**config.mk**
```make
export PLATFORM = sky130hd
export DESIGN_NAME = casc_counter
export DESIGN_NICKNAME = d
export VERILOG_FILES = /design/src/rtl/casc_counter.sv
export SDC_FILE = /design/constraint.sdc
export NUM_CORES = 1
export LEC_CHECK = 0
export CAP_MARGIN = 20
export CORE_UTILIZATION = 55
export CTS_CLUSTER_DIAMETER = 150
export DETAILED_ROUTE_END_ITERATION = 6
export GPL_ROUTABILITY_DRIVEN = 0
export PLACE_DENSITY = 0.76
export SYNTH_ARGS = -nofsm -noshare
export SYNTH_HDL_FRONTEND = slang
export SYNTH_SLANG_ARGS = --single-unit
```
**constraint.sdc**
```tcl
create_clock -name clk -period 3.4 [get_ports clk]
set_input_delay 0.68 -clock clk [delete_from_list [all_inputs] [get_ports clk]]
set_output_delay 0.68 -clock clk [all_outputs]
set_load 0.02 [all_outputs]
```
**src/rtl/casc_counter.sv**
```systemverilog
module casc_counter #(
  parameter int HALF_W = 16,
  parameter int SEL_W  = 2
) (
  input  logic                  clk,
  input  logic                  rst_n,
  input  logic [SEL_W-1:0]      div_sel,
  input  logic                  sync_clr,
  input  logic                  rd_req,
  output logic                  rd_valid,
  output logic [2*HALF_W-1:0]   rd_data,
  output logic                  wave
);
  localparam int PRE_W = 2 * ((1 << SEL_W) - 1) + 1;
  localparam logic [HALF_W-1:0] CMP_SET = '0;
  localparam logic [HALF_W-1:0] CMP_CLR = HALF_W'(1) << (HALF_W - 1);

  typedef enum logic [1:0] {RD_IDLE, RD_LO, RD_CHK} rd_st_t;

  logic [PRE_W-1:0]  pre_cnt;
  logic [PRE_W:0]    span;
  logic              tick;
  logic [HALF_W-1:0] lo_cnt, hi_cnt, lo_nxt;
  logic              wave_d;
  logic              wave_rise;
  rd_st_t            rd_st;
  logic [HALF_W-1:0] up_smp, lo_smp;

  assign span      = ((PRE_W+1)'(1) << {div_sel, 1'b1}) - (PRE_W+1)'(1);
  assign tick      = {1'b0, pre_cnt} >= span;
  assign lo_nxt    = lo_cnt + HALF_W'(1);
  assign wave_rise = wave & ~wave_d;

  always_ff @(posedge clk or negedge rst_n) begin
    if (!rst_n) begin
      pre_cnt <= '0;
      lo_cnt  <= '0;
      wave    <= 1'b1;
    end else if (sync_clr) begin
      pre_cnt <= '0;
      lo_cnt  <= '0;
      wave    <= 1'b1;
    end else if (tick) begin
      pre_cnt <= '0;
      lo_cnt  <= lo_nxt;
      if (lo_nxt == CMP_SET)      wave <= 1'b1;
      else if (lo_nxt == CMP_CLR) wave <= 1'b0;
    end else begin
      pre_cnt <= pre_cnt + PRE_W'(1);
    end
  end

  always_ff @(posedge clk or negedge rst_n) begin
    if (!rst_n) begin
      wave_d <= 1'b1;
      hi_cnt <= '0;
    end else if (sync_clr) begin
      wave_d <= 1'b1;
      hi_cnt <= '0;
    end else begin
      wave_d <= wave;
      if (wave_rise) hi_cnt <= hi_cnt + HALF_W'(1);
    end
  end

  always_ff @(posedge clk or negedge rst_n) begin
    if (!rst_n) begin
      rd_st    <= RD_IDLE;
      up_smp   <= '0;
      lo_smp   <= '0;
      rd_valid <= 1'b0;
      rd_data  <= '0;
    end else begin
      rd_valid <= 1'b0;
      case (rd_st)
        RD_IDLE: if (rd_req) begin
          up_smp <= hi_cnt;
          rd_st  <= RD_LO;
        end
        RD_LO: begin
          lo_smp <= lo_cnt;
          rd_st  <= RD_CHK;
        end
        default: begin
          if (hi_cnt == up_smp) begin
            rd_data  <= {up_smp, lo_smp};
            rd_valid <= 1'b1;
            rd_st    <= RD_IDLE;
          end else begin
            up_smp <= hi_cnt;
            rd_st  <= RD_LO;
          end
        end
      endcase
    end
  end
endmodule

```
# Word level (Yosys, flattened, before mapping)
# Index checks and enable logic that the tools add are counted.
[totals]
reg_bits = 108
elab_cells = 53
inputBits = 6
[op_classes]
n_addsub = 4
n_lt_le_gt_ge = 1
n_shift = 1
reduce_logical = 9
mux = 19
bitwise_logic = 4
n_eq_ne = 5
[op_table]
columns = ["operator", "count"]
rows = [
  ["2-to-1 mux 16 bit", 6],
  ["adder 16 x 1 -> 16 bit (second input constant)", 2],
  ["one-hot mux 16 bit (2 select lines)", 1],
  ["== test 16 bit", 1],
  ["== test 16 bit (second input constant)", 1],
  ["logical NOT 16 bit", 1],
  ["2-to-1 mux 7 bit", 2],
  ["greater-or-equal comparator 7 x 8 -> 1 bit", 1],
  ["2-to-1 mux 1 bit", 8],
  ["left shift 1 x 3 -> 8 bit (first input constant)", 1],
  ["subtractor 8 x 2 -> 8 bit (second input constant)", 1],
  ["adder 7 x 1 -> 7 bit (second input constant)", 1],
  ["one-hot mux 2 bit (2 select lines)", 1],
  ["AND reduction 2 bit", 2],
  ["nonzero test 2 bit", 2],
  ["NOT 1 bit", 3],
  ["AND reduction 3 bit", 1],
  ["nonzero test 3 bit", 1],
  ["== test 2 x 1 -> 1 bit (second input constant)", 1],
  ["logical NOT 2 bit", 1],
  ["2-to-1 mux 2 bit", 1],
  ["inequality test 2 x 1 -> 1 bit (second input constant)", 1],
  ["inequality test 2 bit (second input constant)", 1],
  ["OR reduction 2 bit", 1],
  ["AND 1 bit", 1],
]

# Logic depth before layout (Yosys ltp)
[depth]
depth_word = 6
ltp_mapped = 10

# Worst setup path after synthesis
# Ideal clock, no wire load.
[synth_timing]
kind = "input -> register"
from = "in div_sel[1]"
to = "reg lo_cnt[7]"
setup_time_ns = 0.132
slack_ns = 0.473
arrival_time_ns = 2.795
required_ns = 3.268
n_path_buf = 1
cell_stages = 9
cell_sequence = "or2_2 -> ha_1 -> ha_1 -> o21ai_0 -> o311ai_1 -> clkbuf_1 -> nand3_1 -> xnor2_1 -> nor2_1"
[synth_between]
elab_chain_cells = 4
[synth_lines]
columns = ["item", "line", "source"]
rows = [
  ["start: declaration", "7", "input logic [SEL_W-1:0] div_sel,"],
  ["left shift 1 x 3 -> 8 bit", "29", "assign span = ((PRE_W+1)'(1) << {div_sel, 1'b1}) - (PRE_W+1)'(1);"],
  ["subtractor 8 x 2 -> 8 bit", "29", ""],
  ["greater-or-equal comparator 7 x 8 -> 1 bit", "30", "assign tick = {1'b0, pre_cnt} >= span;"],
  ["nonzero test 2 bit (no source line)", "--", ""],
  ["end signal: assignment", "45", "lo_cnt <= lo_nxt;"],
  ["end: declaration", "23", "logic [HALF_W-1:0] lo_cnt, hi_cnt, lo_nxt;"],
]
# No other way between the ends.
# A chain may end at the register's enable or synchronous reset.

# Worst setup path in the final report
[layout_timing]
from = "in div_sel[1]"
to = "reg lo_cnt[11]"
# Same word-level chain as after synthesis.

==> run_results.csv <==
group,metric,value,unit
pwr,sequentialPowerShare,0.537,
timing,period_share,0.853,
min_path,hold_class,"in -> async",
clock_tree,post_cts_buffers,0,
die,start_util,0.568,
timing,hold_viol,0,
cells_and_area,drive_gt1_frac,0.117,
timing,rsz0062_at_grt,"false",
die,fp-row-count,34,
pwr,power_switching_share,0.299,
cells_and_area,final_cell_mix,"nand2_1 (124), dfrtp_1 (106), nor2_1 (45)",
placement,numPortBuffers,39,
placement,placedCellCount,620,
setup_path,critPathLaunch,"div_sel[1]",
routing,wl_per_cell,14.3,µm
clock_tree,htreeDepth,3,
clock_tree,cts_buffers,9,
die,core,0.00872,mm²
die,dieHeight,96.9,µm
global_routing,grt_pass1_wl,15.8,mm
cells_and_area,num_antenna_cells,0,
routing,via_per_inst,5.40,
setup_path,crit_family,"simple AND/OR/NAND/NOR gates",
logic_synthesis,syn_nets,504,
logic_synthesis,async_flop_share,1.00,
timing,relSlewSlack,0.387,
routing,drcViolationCount,0,
clock_tree,cts_resized,0,
timing,finalSetupViolCount,0,
cells_and_area,final_util,0.647,
pwr,p_leak,2.79,nW
die,io_pins,40,
global_routing,grt.total_usage,0.209,
clock_tree,clk_latency,0.37,ns
clock_tree,cts_tree,"yes",
logic_synthesis,synth_seq_cells,108,
global_routing,grt_max_degree,68,
pwr,p_switching,735,µW
clock_tree,clockBufferDepth,2,
logic_synthesis,synth_area_per_cell,10.2,µm²
pwr,internal_power,1.73,mW
routing,drtIter0Drc,189,
cells_and_area,stdcell_count,636,
logic_synthesis,ys_seq_area_frac,0.547,
cells_and_area,fillers,676,
timing,drv_slew,0,
timing,tightest_slew,0.919,ns
setup_path,rr_endpoint,"up_smp[2]",
logic_synthesis,synth_top_flop_cell,"dfrtp_1",
setup_path,path_cells,"clkdlybuf4s50_1, or2_2, ha_1, ha_1, o21ai_0, o311ai_2, buf_12, nor4b_1, xnor2_1, nor2_1",
cells_and_area,layout_commonest_cell,"nand2_1",
logic_synthesis,syn-instance-count,487,
die,fp.dieArea,0.00938,mm²
clock_tree,cts-root-buf,"clkbuf_8",
setup_path,cp.required,3.66,ns
setup_path,cp.depth,10,
setup_path,crit_top_cell,"ha_1",
logic_synthesis,yosys_warnings,0,
die,die_x,96.9,µm
setup_path,r2r-start,"hi_cnt[8]",
run_status,outcome,"complete, no violations",
job,cap_viol_max_count,0,
logic_synthesis,synth-edff-count,0,
global_routing,grt_pass1_vias,3345,
setup_path,cp-end-kind,"flop",
routing,vias,3436,
routing,postRouteAntennaNets,0,
logic_synthesis,synthesis.area,0.00495,mm²
setup_path,cp.arrival,3.16,ns
pwr,combPwrFrac,0.166,
timing,setup_tns,0,ns
clock_tree,cts_hold_buf,0,
clock_tree,cts.sinks,108,
setup_path,cp_max_fo,18,
global_routing,globalRouteOverflowTotal,0,
pwr,vdd_drop_max,0.000244,V
global_routing,antenna_found_initial,0,
logic_synthesis,synth.distinct_cells,39,
cells_and_area,fin_nets,540,
setup_path,reg2reg_slack,0.93,ns
setup_path,timing.setup.critical_path_class,"in -> reg",
setup_path,path_buf_inv,2,
timing,skew,0.0112,ns
clock_tree,clk_pin_slew,0.11,ns
setup_path,crit_path_top_delay_cell,"clkdlybuf4s50_1",
pwr,cellPowerDensity,436,mW/mm²
setup_path,slowest_delay,0.45,ns
placement,dp_hpwl,6.49,mm
setup_path,r2r_cells,6,
cells_and_area,areaGrowthSynthToFinish,14.0,%
timing,fmax,0.345,GHz
routing,first_pass_iters,4,
timing,min_period,2.90,ns
pwr,p_clk_frac,0.298,
setup_path,startpoint_type,"primary input",
routing,routed_wl,9.12,mm
[flip-flops by register name, summed over array words and instances (netlist names)]
name      flops
lo_cnt       16
lo_smp       16
rd_valid      1
wave_d        1
rd_data      32
pre_cnt       7
rd_st         2
up_smp       16
hi_cnt       16
wave          1
[through the flow]
stage	power, mW	hold WS, ns	instance area [µm²]	setup WS [ns]
2_1_floorplan	1.65	0.384	4950	0.473
3_3_place_gp	1.75	0.451	5460	0.220
3_5_place_dp	1.76	0.456	5460	0.109
4_1_cts	2.49	0.426	5640	0.506
5_1_grt	2.58	0.463	5640	0.347
6_report	2.46	0.397	5640	0.499
[power groups by stage]
stage | logic (mW) | clock network (mW) | registers, mW
floorplan | 0.299 | 0 | 1.35
global placement | 0.408 | 0 | 1.34
detailed placement | 0.415 | 0 | 1.35
CTS | 0.416 | 0.752 | 1.32
global route | 0.449 | 0.807 | 1.32
finish | 0.407 | 0.732 | 1.32
[final cells by class]
| class | count | area (µm²) | share of cell area |
|---|---|---|---|
| Multi-Input combinational cell | 348 | 2130 | 0.377 |
| Timing Repair Buffer | 46 | 453 | 0.0803 |
| Sequential cell | 108 | 2710 | 0.479 |
| Clock inverter | 6 | 45.0 | 0.00798 |
| Inverter | 10 | 37.5 | 0.00665 |
| Tap cell | 108 | 135 | 0.0240 |
| Clock buffer | 10 | 138 | 0.0244 |
[worst reg2reg max path: cells and delay by family, from the launching register on]
kind / cells / cell delay (ns)
and+or+nand+nor: 3 / 1.06
AOI/OAI and AO/OA: 1 / 0.26
xor gates and xnor gates: 1 / 0.19
muxes: 1 / 0.41
DFF: 1 / 0.45
[kinds of logic (layout without fill, tap and decap cells)]
| kind of cell | count (synthesis) | in the layout | synth area share |
|---|---|---|---|
| AND/OR/NAND/NOR | 227 | 227 | 0.200 |
| flip-flops | 108 | 108 | 0.547 |
| XOR/XNOR | 50 | 50 | 0.0885 |
| multiplexers | 34 | 34 | 0.0766 |
| buffers and inverters | 31 | 72 | 0.0263 |
| AO/OA/AOI/OAI | 26 | 26 | 0.0341 |
| adder cells (fa/ha/maj) | 11 | 11 | 0.0278 |
[cells in the mapped netlist, types with 5 or more instances]
library cell / number / area [µm²]
nor2_1: 45 / 169
xor2_1: 31 / 272
nand2_1: 124 / 465
inv_1: 10 / 37.5
nand4_1: 13 / 81.3
clkbuf_1: 16 / 60.1
dfrtp_1: 106 / 2650
mux2_2: 31 / 349
a21oi_1: 5 / 25.0
nand3_1: 11 / 55.1
ha_1: 11 / 138
nor4_1: 5 / 31.3
xnor2_1: 19 / 166
o21ai_0: 11 / 55.1
or3_1: 8 / 50.1
[routing by layer]
metal	wire length, µm	share of wire	vias up	GRT usage
met2	4430	0.49	59	0.335
met3	263	0.029	11	0.0383
met5	0	0	-	0
met4	113	0.012	0	0.0608
met1	4320	0.47	1690	0.291
li1	-	-	1676	-
[how the worst max path moves through the flow]
| stage | to |
|---|---|
| CTS | lo_cnt[11] |
| floorplan | lo_cnt[7] |
| global route | lo_cnt[11] |
| global placement | lo_cnt[11] |
| finish | lo_cnt[11] |
| detailed placement | lo_cnt[11] |
Power figures use the tool's default switching activity.
